[src/rtl/bsp_pkg.sv]
package bsp_pkg;
  typedef enum logic {
    WL_SHORT = 1'b0,
    WL_LONG  = 1'b1
  } wlen_e;
endpackage

[src/rtl/bsp_frame_ctl.sv]
module bsp_frame_ctl
  import bsp_pkg::*;
#(
  parameter int unsigned MAX_W   = 16,
  parameter int unsigned SHORT_W = 8
) (
  input  logic clk_i,
  input  logic rst_n,
  input  logic sync_i,
  input  logic wide_i,
  output logic start_o,
  output logic step_o,
  output logic last_o,
  output logic act_o,
  output logic err_o
);
  localparam int unsigned CNT_W = $clog2(MAX_W + 1);
  localparam logic [CNT_W-1:0] LEN_L = CNT_W'(MAX_W);
  localparam logic [CNT_W-1:0] LEN_S = CNT_W'(SHORT_W);

  logic             sync_q, sync_n;
  logic             act_q, act_n;
  logic [CNT_W-1:0] cnt_q, cnt_n;
  wlen_e            wl_q, wl_n;
  logic             err_q, err_n;

  logic [CNT_W-1:0] len_cur;
  logic             start, at_end, step, last;

  always_comb begin
    len_cur = (wl_q == WL_LONG) ? LEN_L : LEN_S;
    start   = sync_i & ~sync_q;
    at_end  = act_q && (cnt_q == len_cur);
    step    = act_q && !at_end;
    last    = step && (cnt_q == len_cur - 1'b1);
  end

  always_comb begin
    sync_n = sync_i;
    act_n  = act_q;
    cnt_n  = cnt_q;
    wl_n   = wl_q;
    err_n  = 1'b0;
    if (start) begin
      act_n = 1'b1;
      cnt_n = CNT_W'(1);
      wl_n  = wide_i ? WL_LONG : WL_SHORT;
      err_n = act_q && !at_end;
    end else if (step) begin
      cnt_n = cnt_q + 1'b1;
    end else if (at_end) begin
      act_n = 1'b0;
    end
  end

  always_ff @(posedge clk_i or negedge rst_n) begin
    if (!rst_n) begin
      sync_q <= 1'b0;
      act_q  <= 1'b0;
      cnt_q  <= '0;
      wl_q   <= WL_SHORT;
      err_q  <= 1'b0;
    end else begin
      sync_q <= sync_n;
      act_q  <= act_n;
      cnt_q  <= cnt_n;
      wl_q   <= wl_n;
      err_q  <= err_n;
    end
  end

  assign start_o = start;
  assign step_o  = step;
  assign last_o  = last && !start;
  assign act_o   = act_q;
  assign err_o   = err_q;
endmodule

[src/rtl/bsp_tx_shift.sv]
module bsp_tx_shift #(
  parameter int unsigned MAX_W   = 16,
  parameter int unsigned SHORT_W = 8
) (
  input  logic             clk_i,
  input  logic             rst_n,
  input  logic             start_i,
  input  logic             step_i,
  input  logic             wide_i,
  input  logic             load_i,
  input  logic [MAX_W-1:0] word_i,
  output logic             sd_o
);
  localparam int unsigned PAD_W = MAX_W - SHORT_W;

  logic [MAX_W-1:0] hold_q, hold_n;
  logic [MAX_W-2:0] sh_q, sh_n;
  logic             sd_q, sd_n;
  logic [MAX_W-1:0] word_now, aligned;

  always_comb begin
    word_now = load_i ? word_i : hold_q;
    aligned  = wide_i ? word_now : {word_now[SHORT_W-1:0], {PAD_W{1'b0}}};
    hold_n   = load_i ? word_i : hold_q;
    sh_n     = sh_q;
    sd_n     = sd_q;
    if (start_i) begin
      sd_n = aligned[MAX_W-1];
      sh_n = aligned[MAX_W-2:0];
    end else if (step_i) begin
      sd_n = sh_q[MAX_W-2];
      sh_n = {sh_q[MAX_W-3:0], 1'b0};
    end
  end

  always_ff @(posedge clk_i or negedge rst_n) begin
    if (!rst_n) begin
      hold_q <= '0;
      sh_q   <= '0;
      sd_q   <= 1'b0;
    end else begin
      if (load_i) hold_q <= hold_n;
      if (start_i || step_i) begin
        sh_q <= sh_n;
        sd_q <= sd_n;
      end
    end
  end

  assign sd_o = sd_q;
endmodule

[src/rtl/bsp_rx_shift.sv]
module bsp_rx_shift #(
  parameter int unsigned MAX_W = 16
) (
  input  logic             clk_i,
  input  logic             rst_n,
  input  logic             sd_i,
  input  logic             start_i,
  input  logic             step_i,
  input  logic             last_i,
  output logic [MAX_W-1:0] word_o,
  output logic             valid_o
);
  logic             smp_q;
  logic [MAX_W-2:0] sh_q, sh_n;
  logic [MAX_W-1:0] word_q, word_n;
  logic             valid_q;

  // Mid-bit sample on the falling edge
  always_ff @(negedge clk_i or negedge rst_n) begin
    if (!rst_n) smp_q <= 1'b0;
    else        smp_q <= sd_i;
  end

  always_comb begin
    sh_n   = sh_q;
    word_n = word_q;
    if (start_i)     sh_n = {{(MAX_W-2){1'b0}}, smp_q};
    else if (step_i) sh_n = {sh_q[MAX_W-3:0], smp_q};
    if (last_i)      word_n = {sh_q, smp_q};
  end

  always_ff @(posedge clk_i or negedge rst_n) begin
    if (!rst_n) begin
      sh_q    <= '0;
      word_q  <= '0;
      valid_q <= 1'b0;
    end else begin
      if (start_i || step_i) sh_q <= sh_n;
      if (last_i) word_q <= word_n;
      valid_q <= last_i;
    end
  end

  assign word_o  = word_q;
  assign valid_o = valid_q;
endmodule

[src/rtl/bsp_port.sv]
module bsp_port #(
  parameter int unsigned MAX_W   = 16,
  parameter int unsigned SHORT_W = 8
) (
  input  logic             clk_i,
  input  logic             rst_n_i,
  input  logic             cfg_wide_i,
  input  logic             cfg_hiz_i,
  input  logic             sync_i,
  input  logic             rx_sd_i,
  output logic             tx_sd_o,
  output logic             tx_oe_o,
  input  logic             tx_load_i,
  input  logic [MAX_W-1:0] tx_word_i,
  output logic [MAX_W-1:0] rx_word_o,
  output logic             rx_valid_o,
  output logic             frame_err_o
);
  logic [1:0] rst_pipe;
  logic       rst_s;
  logic       start, step, last, act;

  always_ff @(posedge clk_i or negedge rst_n_i) begin
    if (!rst_n_i) rst_pipe <= 2'b00;
    else          rst_pipe <= {rst_pipe[0], 1'b1};
  end
  assign rst_s = rst_pipe[1];

  bsp_frame_ctl #(.MAX_W(MAX_W), .SHORT_W(SHORT_W)) u_ctl (
    .clk_i   (clk_i),
    .rst_n   (rst_s),
    .sync_i  (sync_i),
    .wide_i  (cfg_wide_i),
    .start_o (start),
    .step_o  (step),
    .last_o  (last),
    .act_o   (act),
    .err_o   (frame_err_o)
  );

  bsp_tx_shift #(.MAX_W(MAX_W), .SHORT_W(SHORT_W)) u_tx (
    .clk_i   (clk_i),
    .rst_n   (rst_s),
    .start_i (start),
    .step_i  (step),
    .wide_i  (cfg_wide_i),
    .load_i  (tx_load_i),
    .word_i  (tx_word_i),
    .sd_o    (tx_sd_o)
  );

  bsp_rx_shift #(.MAX_W(MAX_W)) u_rx (
    .clk_i   (clk_i),
    .rst_n   (rst_s),
    .sd_i    (rx_sd_i),
    .start_i (start),
    .step_i  (step),
    .last_i  (last),
    .word_o  (rx_word_o),
    .valid_o (rx_valid_o)
  );

  assign tx_oe_o = act | ~cfg_hiz_i;
endmodule

[config.mk]
export PLATFORM = sky130hd
export DESIGN_NAME = bsp_port
export DESIGN_NICKNAME = d
export VERILOG_FILES = /design/src/rtl/bsp_pkg.sv /design/src/rtl/bsp_frame_ctl.sv /design/src/rtl/bsp_tx_shift.sv /design/src/rtl/bsp_rx_shift.sv /design/src/rtl/bsp_port.sv
export SDC_FILE = /design/constraint.sdc
export NUM_CORES = 1
export LEC_CHECK = 0
export ABC_AREA = 1
export BUFFER_PORTS_ARGS = -buffer_cell sky130_fd_sc_hd__buf_2
export CAP_MARGIN = 15
export CELL_PAD_IN_SITES_DETAIL_PLACEMENT = 2
export CELL_PAD_IN_SITES_GLOBAL_PLACEMENT = 2
export CORE_MARGIN = 8
export CORE_UTILIZATION = 37
export DETAILED_ROUTE_END_ITERATION = 16
export GPL_TIMING_DRIVEN = 0
export PLACE_DENSITY = 0.94
export SYNTH_ARGS = -nofsm -noshare
export SYNTH_HDL_FRONTEND = slang
export SYNTH_HIERARCHICAL = 1
export SYNTH_SLANG_ARGS = --single-unit
export TNS_END_PERCENT = 30
[constraint.sdc]
create_clock -name clk_i -period 4.2 [get_ports clk_i]
set_input_delay 0.42 -clock clk_i [delete_from_list [all_inputs] [get_ports clk_i]]
set_output_delay 0.42 -clock clk_i [all_outputs]
set_load 0.05 [all_outputs]
==> impl_metrics.env <==
export IMPL_antenna_cells=0
export IMPL_core_sq_mm=0.008763
export IMPL_max_stage_delay_ns=0.77
export IMPL_worstSetupEndpointType="asynchronous set/reset pin"
export IMPL_cp_required_ns=2.71
export IMPL_critPathLaunchType="register"
export IMPL_nets=459
export IMPL_grt_use_total_pct=17.31
export IMPL_syn_area_sq_mm=0.003349
export IMPL_detail_route_antenna_nets=0
export IMPL_grt_ovfl_total=0
export IMPL_fin_ws_ns=1.284
export IMPL_dp_cells=530
export IMPL_wl_per_cell_um=18.59
export IMPL_design_area_sq_mm=0.003916
export IMPL_cp_max_fo=38
export IMPL_path_cells="buf_12"
export IMPL_first_pass_iters=4
export IMPL_drive_above_1_share_pct=23.23
export IMPL_clock_sinks=76
export IMPL_clk_latency_ns=0.36
export IMPL_vias_per_cell=5.055
export IMPL_post_cts_resized=0
export IMPL_tightestPinTransition_ns=0.5274
export IMPL_tns_ns=0
export IMPL_hp_class="input pin to register"
export IMPL_fill_cells=968
export IMPL_post_cts_buffers=0
export IMPL_cts_htree_levels=3
export IMPL_place_congestion=0.7142
export IMPL_cts_tree="yes"
export IMPL_cp_top_family="flip-flops"
export IMPL_area_delta_synth_final_pct=16.92
export IMPL_fin_skew_ns=0.01978
export IMPL_die_w_um=111.1
export IMPL_finalSetupViolCount=0
export IMPL_drtIter0Drc=111
export IMPL_place_ws_ns=1.233
export IMPL_power_per_cell_area_mw_per_mm2=699.0
export IMPL_die_height_um=111.1
export IMPL_layout_commonest_cell="nand2_1"
export IMPL_stdcell_count=547
export IMPL_post_dp_hpwl_um=6877
export IMPL_grt_pass1_vias=3268
export IMPL_cts_root_buf="clkbuf_8"
export IMPL_drv_slew=0
export IMPL_grt_pass1_wl_um=17170
export IMPL_power_leakage_nw=2.051
export IMPL_p_total_w=0.002738
export IMPL_critPathArrivalTime_ns=1.43
export IMPL_ys_ff_latch=76
export IMPL_wirelength_um=10170
export IMPL_vias=2765
export IMPL_maxSlewHeadroom_pct=64.84
export IMPL_syn_avg_cell_area_sq_um=8.814
export IMPL_clk_path_buf_depth=2
export IMPL_synth_fp_nets=405
export IMPL_crit_type="register to asynchronous set/reset pin"
export IMPL_rows=34
export IMPL_place_area_sq_mm=0.003714
export IMPL_clkTransAtPathRegs_ns=0.07
export IMPL_io_pins=43
export IMPL_dieArea_sq_mm=0.01235
export IMPL_ys_seq_area_share_pct=56.78
export IMPL_final_hold_viol_count=0
export IMPL_grt_setup_unrepaired="no"
export IMPL_grt_max_degree=39
export IMPL_io_buffers=41
export IMPL_ys_types=28
export IMPL_cts_buffers=9
export IMPL_slowest_stage="dfrtp_4"
export IMPL_drc=0
export IMPL_cp_buffers_inverters=1
export IMPL_synthCells=380
export IMPL_peakVddDrop_v=0.0002485
export IMPL_antenna_found_initial=0
export IMPL_start_util_pct=38.22
export IMPL_status="finished clean"
export IMPL_yosysWarnings=6
export IMPL_maxCapViolations=0
export IMPL_layout_common_cells="131 x nand2_1, 74 x dfrtp_1, 44 x buf_2, 34 x inv_1"
[stage by stage]
stage	util, %	hold slack [ns]
after floorplan	-	0.1244
after global placement	42.12	0.2053
after detailed placement	42.38	0.2092
after CTS	44.69	0.1789
after global routing	44.69	0.1864
final	44.69	0.1959
[state kept, by name, indices dropped and copies added (netlist names)]
name          flops
u_ctl/cnt_q       5
u_tx/sh_q        15
u_rx/sh_q        15
u_ctl/sync_q      1
u_ctl/act_o       1
u_tx/sd_o         1
u_rx/valid_o      1
u_ctl/err_o       1
u_rx/smp_q        1
u_ctl/wl_q        1
u_rx/word_o      16
u_tx/hold_q      16
rst_pipe          2
[cells in the mapped netlist]
library cell  number  area [sq um]
or2_0              2         12.51
dfrtn_1            1         25.02
a22o_1             1         8.760
nor2_2             1         6.260
nor2_4             2         22.52
conb_1             1         3.750
buf_8              1         15.01
nor2_1            14         52.55
or2_1              5         31.28
inv_6              1         8.760
buf_2              3         15.01
nand3_4            1         17.52
nand2_1          131         491.7
o21ai_0           29         145.1
clkbuf_2           1         5.000
inv_2              4         15.01
ha_1               2         25.02
nand3_1           29         145.1
nand2_2           21         131.4
buf_6              5         56.30
nand4_1            3         18.77
a21oi_1            4         20.02
inv_1             34         127.6
a31oi_1            3         18.77
dfrtp_1           75          1877
buf_4              3         22.52
xor2_1             1         8.760
nand2_4            2         22.52
[worst paths after layout]
| path | from | slack, ns | end | depth (start not counted) |
|---|---|---|---|---|
| worst max register to register | rst_pipe[1]$_DFF_PN0_ | 1.28 | u_rx/smp_q$_DFF_NN0_ | 1 |
| max in group clk_i | u_rx/smp_q$_DFF_NN0_ | 1.46 | u_rx/sh_q[0]$_DFFE_PN0P_ | 2 |
| worst max-delay path | rst_pipe[1]$_DFF_PN0_ | 1.28 | u_rx/smp_q$_DFF_NN0_ | 1 |
| worst min register to register | rst_pipe[1]$_DFF_PN0_ | 0.28 | u_tx/hold_q[3]$_DFF_PN0_ | 0 |
| min in group asynchronous | rst_pipe[1]$_DFF_PN0_ | 0.28 | u_tx/hold_q[3]$_DFF_PN0_ | 0 |
| worst min-delay path | sync_i | 0.20 | u_ctl/sync_q$_DFF_PN0_ | 1 |
[report_power, final]
group | total, W | switching, W | internal (W)
logic | 0.00104 | 0.000761 | 0.000279
clock network | 0.000570 | 0.000293 | 0.000277
registers | 0.00113 | 0.000171 | 0.000957
total | 0.00274 | 0.00122 | 0.00151
[layout make-up]
class | instances | area (sq um) | area share [%]
sequential | 76 | 1906 | 48.66
multi-input combinational | 252 | 1182 | 30.19
timing repair buffer | 43 | 235.2 | 6.006
inverter | 39 | 151.4 | 3.866
tap | 108 | 135.1 | 3.450
clock buffer | 11 | 131.4 | 3.355
buffer | 13 | 113.9 | 2.907
clock inverter | 5 | 61.31 | 1.565
[cell families after synthesis]
group | share of synthesized area, %
AO/OA/AOI/OAI | 5.753
XOR/XNOR | 0.2615
adder cells (fa/ha/maj) | 0.7470
buffers and inverters | 7.919
flip-flops | 56.78
other | 0.1120
AND/OR/NAND/NOR | 28.43
[layer usage]
| metal | routed length, um | GRT usage [%] | up-vias |
|---|---|---|---|
| li1 | - | - | 1286 |
| met1 | 4413 | 21.11 | 1392 |
| met2 | 5104 | 28.66 | 60 |
| met3 | 321 | 2.814 | 27 |
| met4 | 328 | 9.156 | 0 |
| met5 | 0 | 0 | - |
[repair_timing]
action                                 in CTS  in global routing
endpoints found under the hold margin       2                  0
hold buffers                                1                  0
setup endpoints to repair                   0                  0
Power figures use the tool's default switching activity.
